<file path="config.mk">
export PLATFORM = sky130hd
export DESIGN_NAME = par_wr_master
export DESIGN_NICKNAME = d
export VERILOG_FILES = /design/src/rtl/wrbus_pkg.sv /design/src/rtl/wrbus_timer.sv /design/src/rtl/wrbus_seq.sv /design/src/rtl/wrbus_drive.sv /design/src/rtl/par_wr_master.sv
export SDC_FILE = /design/constraint.sdc
export NUM_CORES = 1
export LEC_CHECK = 0
export BUFFER_PORTS_ARGS = -buffer_cell sky130_fd_sc_hd__buf_2
export CORE_MARGIN = 1.5
export CORE_UTILIZATION = 47
export DETAILED_ROUTE_END_ITERATION = 10
export GPL_ROUTABILITY_DRIVEN = 0
export GPL_TIMING_DRIVEN = 1
export PLACE_DENSITY = 0.72
export SYNTH_ARGS = -nofsm -noshare
export SYNTH_HDL_FRONTEND = slang
export SYNTH_SLANG_ARGS = --single-unit
export TNS_END_PERCENT = 10
</file>
<file path="constraint.sdc">
create_clock -name clk -period 1.6 [get_ports clk]
set_input_delay 0.08 -clock clk [delete_from_list [all_inputs] [get_ports clk]]
set_output_delay 0.08 -clock clk [all_outputs]
set_load 0.01 [all_outputs]
</file>
<file path="src/rtl/wrbus_pkg.sv">
package wrbus_pkg;

  typedef enum logic [2:0] {
    PH_IDLE,
    PH_SETUP,
    PH_LOW,
    PH_HOLD,
    PH_REST
  } wr_phase_e;

  // Whole clock cycles needed to cover a minimum time in ns.
  function automatic int ns_to_cyc(input int ns, input int clk_ns);
    return (ns + clk_ns - 1) / clk_ns;
  endfunction

  function automatic int imax(input int a, input int b);
    return (a > b) ? a : b;
  endfunction

endpackage

</file>
<file path="src/rtl/wrbus_timer.sv">
module wrbus_timer #(
  parameter int W = 4
) (
  input  logic         clk,
  input  logic         rst,
  input  logic         load,
  input  logic [W-1:0] load_val,
  output logic         done
);
  logic [W-1:0] cnt_q;

  always_ff @(posedge clk) begin
    if (rst) begin
      cnt_q <= '0;
    end else if (load) begin
      cnt_q <= load_val;
    end else if (cnt_q != '0) begin
      cnt_q <= cnt_q - 1'b1;
    end
  end

  assign done = (cnt_q == '0);
endmodule

</file>
<file path="src/rtl/wrbus_seq.sv">
module wrbus_seq
  import wrbus_pkg::*;
#(
  parameter int W  = 4,
  parameter int SU = 1,
  parameter int LO = 3,
  parameter int HO = 1,
  parameter int RE = 10
) (
  input  logic         clk,
  input  logic         rst,
  input  logic         valid,
  input  logic         ready,
  input  logic         done,
  output wr_phase_e    phase_nxt,
  output logic         accept,
  output logic         load,
  output logic [W-1:0] load_val
);
  localparam logic [W-1:0] SU_LD = W'(SU - 1);
  localparam logic [W-1:0] LO_LD = W'(LO - 1);
  localparam logic [W-1:0] HO_LD = W'(HO - 1);
  localparam logic [W-1:0] RE_LD = W'(RE - 1);

  wr_phase_e phase_q;

  always_comb begin
    phase_nxt = phase_q;
    accept    = 1'b0;
    load      = 1'b0;
    load_val  = '0;
    case (phase_q)
      PH_IDLE: begin
        if (valid && ready) begin
          accept    = 1'b1;
          phase_nxt = PH_SETUP;
          load      = 1'b1;
          load_val  = SU_LD;
        end
      end
      PH_SETUP: begin
        if (done) begin
          phase_nxt = PH_LOW;
          load      = 1'b1;
          load_val  = LO_LD;
        end
      end
      PH_LOW: begin
        if (done) begin
          phase_nxt = PH_HOLD;
          load      = 1'b1;
          load_val  = HO_LD;
        end
      end
      PH_HOLD: begin
        if (done) begin
          phase_nxt = PH_REST;
          load      = 1'b1;
          load_val  = RE_LD;
        end
      end
      PH_REST: begin
        if (done) phase_nxt = PH_IDLE;
      end
      default: phase_nxt = PH_IDLE;
    endcase
  end

  always_ff @(posedge clk) begin
    if (rst) phase_q <= PH_IDLE;
    else     phase_q <= phase_nxt;
  end
endmodule

</file>
<file path="src/rtl/wrbus_drive.sv">
module wrbus_drive
  import wrbus_pkg::*;
#(
  parameter int DW = 8
) (
  input  logic          clk,
  input  logic          rst,
  input  wr_phase_e     phase_nxt,
  input  logic          accept,
  input  logic          is_data,
  input  logic [DW-1:0] byte_in,
  output logic          ready,
  output logic          cs_n,
  output logic          dc,
  output logic          wr_n,
  output logic          rd_n,
  output logic [DW-1:0] data
);
  logic sel_nxt;
  assign sel_nxt = (phase_nxt == PH_SETUP) || (phase_nxt == PH_LOW) ||
                   (phase_nxt == PH_HOLD);

  always_ff @(posedge clk) begin
    if (rst) begin
      ready <= 1'b0;
      cs_n  <= 1'b1;
      wr_n  <= 1'b1;
      rd_n  <= 1'b1;
      dc    <= 1'b0;
      data  <= '0;
    end else begin
      ready <= (phase_nxt == PH_IDLE);
      cs_n  <= !sel_nxt;
      wr_n  <= (phase_nxt != PH_LOW);
      rd_n  <= 1'b1;
      if (accept) begin
        dc   <= is_data;
        data <= byte_in;
      end
    end
  end
endmodule

</file>
<file path="src/rtl/par_wr_master.sv">
module par_wr_master
  import wrbus_pkg::*;
#(
  parameter int DW         = 8,
  parameter int CLK_NS     = 20,
  parameter int CS_SU_NS   = 0,
  parameter int ADDR_SU_NS = 10,
  parameter int DATA_SU_NS = 40,
  parameter int DATA_HO_NS = 7,
  parameter int WR_LOW_NS  = 60,
  parameter int WR_HIGH_NS = 60,
  parameter int CS_HO_NS   = 20,
  parameter int CYCLE_NS   = 300
) (
  input  logic          clk,
  input  logic          rst,
  input  logic          host_valid,
  output logic          host_ready,
  input  logic          host_is_data,
  input  logic [DW-1:0] host_byte,
  output logic          bus_cs_n,
  output logic          bus_dc,
  output logic          bus_wr_n,
  output logic          bus_rd_n,
  output logic [DW-1:0] bus_data
);
  localparam int SU_CYC = imax(1, imax(ns_to_cyc(ADDR_SU_NS, CLK_NS),
                                       ns_to_cyc(CS_SU_NS, CLK_NS)));
  localparam int LO_CYC = imax(1, imax(ns_to_cyc(WR_LOW_NS, CLK_NS),
                                       ns_to_cyc(DATA_SU_NS, CLK_NS)));
  localparam int HO_CYC = imax(1, imax(ns_to_cyc(CS_HO_NS, CLK_NS),
                                       ns_to_cyc(DATA_HO_NS, CLK_NS)));
  localparam int RE_CYC = imax(1, imax(ns_to_cyc(WR_HIGH_NS, CLK_NS) - HO_CYC - SU_CYC,
                                       ns_to_cyc(CYCLE_NS, CLK_NS) - SU_CYC - LO_CYC - HO_CYC));
  localparam int MAX_CYC = imax(imax(SU_CYC, LO_CYC), imax(HO_CYC, RE_CYC));
  localparam int CNT_W   = $clog2(MAX_CYC + 1);

  wr_phase_e         phase_nxt;
  logic              accept;
  logic              load;
  logic [CNT_W-1:0]  load_val;
  logic              done;

  wrbus_timer #(.W(CNT_W)) u_timer (
    .clk      (clk),
    .rst      (rst),
    .load     (load),
    .load_val (load_val),
    .done     (done)
  );

  wrbus_seq #(
    .W  (CNT_W),
    .SU (SU_CYC),
    .LO (LO_CYC),
    .HO (HO_CYC),
    .RE (RE_CYC)
  ) u_seq (
    .clk       (clk),
    .rst       (rst),
    .valid     (host_valid),
    .ready     (host_ready),
    .done      (done),
    .phase_nxt (phase_nxt),
    .accept    (accept),
    .load      (load),
    .load_val  (load_val)
  );

  wrbus_drive #(.DW(DW)) u_drive (
    .clk       (clk),
    .rst       (rst),
    .phase_nxt (phase_nxt),
    .accept    (accept),
    .is_data   (host_is_data),
    .byte_in   (host_byte),
    .ready     (host_ready),
    .cs_n      (bus_cs_n),
    .dc        (bus_dc),
    .wr_n      (bus_wr_n),
    .rd_n      (bus_rd_n),
    .data      (bus_data)
  );
endmodule

</file>
# Word level (Yosys, flattened, before mapping)
# Cells that the tools add are included.
dict set report word_totals {
  register_bits 19
  input_bits 12
  out_inout_bits 13
  word_cells 41
}
dict set report op_classes {
  add_sub_neg 1
  n_eq_ne 8
  mux 15
  n_reduce_logical 10
}
# operator count
set op_table {}
lappend op_table {{$mux 3} 5}
lappend op_table {{$pmux 3 s5} 1}
lappend op_table {{$eq 3x2->1 const B} 4}
lappend op_table {{$mux 4} 3}
lappend op_table {{$pmux 4 s2} 1}
lappend op_table {{$eq 3x1->1 const B} 2}
lappend op_table {{$logic_not 3->1} 2}
lappend op_table {{$logic_not 4->1} 1}
lappend op_table {{$reduce_bool 4->1} 1}
lappend op_table {{$sub 4x1->4 const B} 1}
lappend op_table {{$eq 3x3->1 const B} 1}
lappend op_table {{$mux 1} 3}
lappend op_table {{$ne 3x2->1 const B} 1}
lappend op_table {{$reduce_or 3->1} 1}
lappend op_table {{$logic_or 1x1->1} 2}
lappend op_table {{$mux 2} 1}
lappend op_table {{$pmux 1 s2} 1}
lappend op_table {{$reduce_bool 2->1} 1}
lappend op_table {{$logic_and 1x1->1} 1}
lappend op_table {{$logic_not 1->1} 1}

# Longest topological paths before layout
dict set report logic_depth {
  depth_word 7
  ltp_mapped 6
  mapped_depth_nobuf 6
}

# Modules after synthesis
# A second synthesis with hierarchy kept.
dict set report unflattened {
  hier_cells 91
  hier_area_um2 884.6
}
# mod n_inst cells_each area_each_um2 seq_area_each_um2
set by_module_without_submodules {}
lappend by_module_without_submodules {wrbus_drive 1 38 414.1 240.2}
lappend by_module_without_submodules {wrbus_seq 1 29 241.5 60.1}
lappend by_module_without_submodules {wrbus_timer 1 24 229.0 80.1}

# Worst setup path after synthesis
# No wires, ideal clock.
dict set report synth_path {
  path_type {register -> register}
  from {reg u_timer.cnt_q[0]}
  to {reg u_timer.cnt_q[0]}
  setup_ns 0.071
  arrival_time_ns 1.322
  required_ns 1.529
  setup_slack_ns 0.207
  stages_incl_launch_ff 7
  path_buffers 0
  period_less_slack_ns 1.393
  path_cell_list {dfxtp_1 inv_1 ha_1 nor3b_2 o21ai_0 mux2i_1 o2bb2ai_1}
}
dict set report synth_via {
  elab_chain_len 4
}
# item line
set synth_rtl {}
lappend synth_rtl {{start, declared} wrbus_timer.sv:10} ;# logic [W-1:0] cnt_q;
lappend synth_rtl {{start signal, assigned} wrbus_timer.sv:16} ;# cnt_q <= load_val;
lappend synth_rtl {{start signal, assigned} wrbus_timer.sv:18} ;# cnt_q <= cnt_q - 1'b1;
lappend synth_rtl {{parallel branches: the longest is 4 deep, another holds $sub 4x1->4} --}
# Parallel ways; which one is timed is not known. The select of a mux whose other input is x is not followed.
# A chain may end at the register's enable or synchronous reset.

# Final worst setup path
dict set report layout_path {
  from {reg u_timer.cnt_q[0]}
  to {reg u_timer.cnt_q[3]}
}
# The elaborated chain is that of the path after synthesis.

==> impl_metrics.toml <==
[global_routing]
grt_pass1_vias = 697
overflow = 0
grt_pass1_wl_um = 2780
track_usage_pct = 19.0
antenna_found_initial = 0
grt_max_degree = 19

[placed_design]
io_buffers = 23
hpwl_um = 1080
placed_area_um2 = 908

[yosys]
synth_seq_cells = 19
synthTopCellsByArea = "dfxtp_1 49%, nand2_1 10%, a21oi_1 7.7%"
synthesis.area_um2 = 783
ys_types = 29
yosysWarnings = 0
synthCells = 91
seq_area_frac_synth_pct = 48.6
syn-num-nets = 104
netlist.area_leader.share_pct = 48.6
avgSynthCellArea_um2 = 8.61
yosysTopAreaCell = "dfxtp_1"

[layout]
design_area_mm2 = 0.00102
fillers = 138
area_delta_synth_final_pct = 30.8
antenna_cells = 0
nets = 137
drive_gt1_share_pct = 31.7
finalCoreUtilization_pct = 66.5

[detailed_routing]
firstDrtPassIters = 4
viasPerCell = 5.19
drt-initial-drc-count = 17
vias = 721
wl_per_cell_um = 12.1
final_antenna_net_count = 0
route.detailed.drc = 0
routed_wl_um = 1680

[setup_path]
worstPathCellList = "inv_1 -> ha_1 -> nor3b_4 -> buf_4 -> or3_1 -> a21oi_2"
worst-setup-path-type = "reg -> reg"
max_stage_delay_ns = 0.36
start_kind = "flip-flop"
critPathRequiredTime_ns = 1.84
cpMaxStageDelayCell = "dfxtp_2"
arrival_ns = 1.74
crit_fanout = 8
cp-end-kind = "flip-flop"

[pwr]
ir_drop_v = 0.000929
power_density_mw_per_mm2 = 1750
p_leak_nw = 0.455

[cts]
cts.htree.levels = 1
numCtsBuffers = 3
clkTransAtPathRegs_ns = 0.11
clock_latency_ns = 0.30
cts_buffer_depth = 2
cts.sinks = 19
cts_tree = "built"
root_buffer = "clkbuf_4"

[sta]
fmax_ghz = 0.667
fin_hold_ws_ns = 0.00775
finalSetupViolCount = 0
slew_violations = 0
post-route-period-util_pct = 93.8
min_period_ns = 1.50
clock-skew-final_ns = 0.00526
hold_viol = 0
rsz0062_at_grt = "true"

[min_path]
worstHoldPathType = "in -> reg"

[die]
io_pins = 25
die-area_mm2 = 0.00192
core_area_mm2 = 0.00154
dieWidth_um = 43.8
fp-row-count = 14
start_util_pct = 50.8
die_y_um = 43.8

[status]
status = "complete, no violations"

[flow_run]
cap_viol_max_count = 0
-- cell usage in the layout (no fill, tap or decap), types with 2 or more instances in the layout --
cell / instances
buf_4: 5
nand3_1: 2
dfxtp_1: 18
clkbuf_4: 3
nor2_1: 3
a21oi_1: 11
nand2_1: 20
inv_1: 2
nor3_1: 4
dlygate4sd3_1: 6
buf_2: 23
a21o_1: 2
nand4b_1: 2
-- timing repair --
action,CTS,global route
hold endpoints to repair,6,0
setup endpoints to repair,4,7
hold buffers,6,0
gates resized for setup,1,4
setup buffers,0,2
-- cells by family after synthesis --
kind of cell	after synthesis	synth area share, %
simple gates	39	25.2
compound gates	19	14.1
flops	19	48.6
buf+inv	8	5.11
xor+xnor	2	2.24
mux	2	2.72
fa+ha+maj	1	1.60
other cells	1	0.479
-- area by class of cell --
class	count	area (um^2)	area share (%)
inverter	2	7.51	0.733
multi-input combinational	64	375	36.6
tap	16	20.0	1.95
clock buffer	3	22.5	2.20
timing repair buffer	34	213	20.8
sequential	19	382	37.2
clock inverter	1	5.00	0.488
-- Yosys cell counts, drive strengths merged --
cell	number
nand2	21
dfxtp	19
a21oi	12
buf	4
nor2	4
nor3	4
a21o	2
clkbuf	2
inv	2
nand3	2
nand4b	2
nor3b	2
o21ai	2
and4b	1
conb	1
ha	1
mux2	1
mux2i	1
nand3b	1
nor4	1
o211a	1
o22ai	1
o2bb2ai	1
or3	1
xnor2	1
xor2	1
-- flip-flops by register name (all words and copies together), names as in the netlist --
signal / flops
u_timer.cnt_q: 4
u_drive.ready: 1
u_drive.dc: 1
u_drive.cs_n: 1
u_drive.wr_n: 1
u_seq.phase_q: 3
u_drive.data: 8
-- worst paths after layout --
check / start / end / slack, ns / cells after the start
min: host_byte[5] / u_drive.data[5] / 0.008 / 3
max reg2reg: u_timer.cnt_q[0] / u_timer.cnt_q[3] / 0.1 / 6
max: u_timer.cnt_q[0] / u_timer.cnt_q[3] / 0.1 / 6
min reg2reg: u_drive.data[2] / u_drive.data[2] / 0.46 / 2
-- through the flow --
| stage | setup WS [ns] | TNS (ns) | instances | power, mW |
|---|---|---|---|---|
| after floorplan | 0.207 | 0 | 91 | 1.24 |
| after global placement | 0.0727 | 0 | 127 | 1.41 |
| after detailed placement | -0.00228 | -0.00228 | 127 | 1.44 |
| after CTS | 0.0776 | 0 | 137 | 1.72 |
| after global routing | -0.0426 | -0.0723 | 139 | 1.93 |
| final | 0.0999 | 0 | 139 | 1.80 |
-- report_power, final --
group / internal (mW) / switching, mW / total (mW)
Sequential: 0.609 / 0.0963 / 0.705
Clock: 0.0930 / 0.151 / 0.244
Combinational: 0.415 / 0.431 / 0.846
Total: 1.12 / 0.678 / 1.80
-- critical path, delay by kind of cell (launching register included) --
| kind | cells | cell delay (ns) |
|---|---|---|
| compound gates | 1 | 0.13 |
| flops | 1 | 0.36 |
| simple gates | 2 | 0.54 |
| buf+inv | 2 | 0.20 |
| fa+ha+maj | 1 | 0.22 |
-- metal layers --
metal | up-vias | share of wire [%] | track usage (%) | routed length (um)
met3 | 2 | 4.5 | 3.33 | 76
met5 | - | 0 | 0 | 0
met4 | 0 | 0.54 | 7.27 | 9
li1 | 372 | - | - | -
met1 | 329 | 42 | 22.3 | 708
met2 | 18 | 53 | 33.8 | 882
Note: power is estimated with default switching activity, not from simulation.
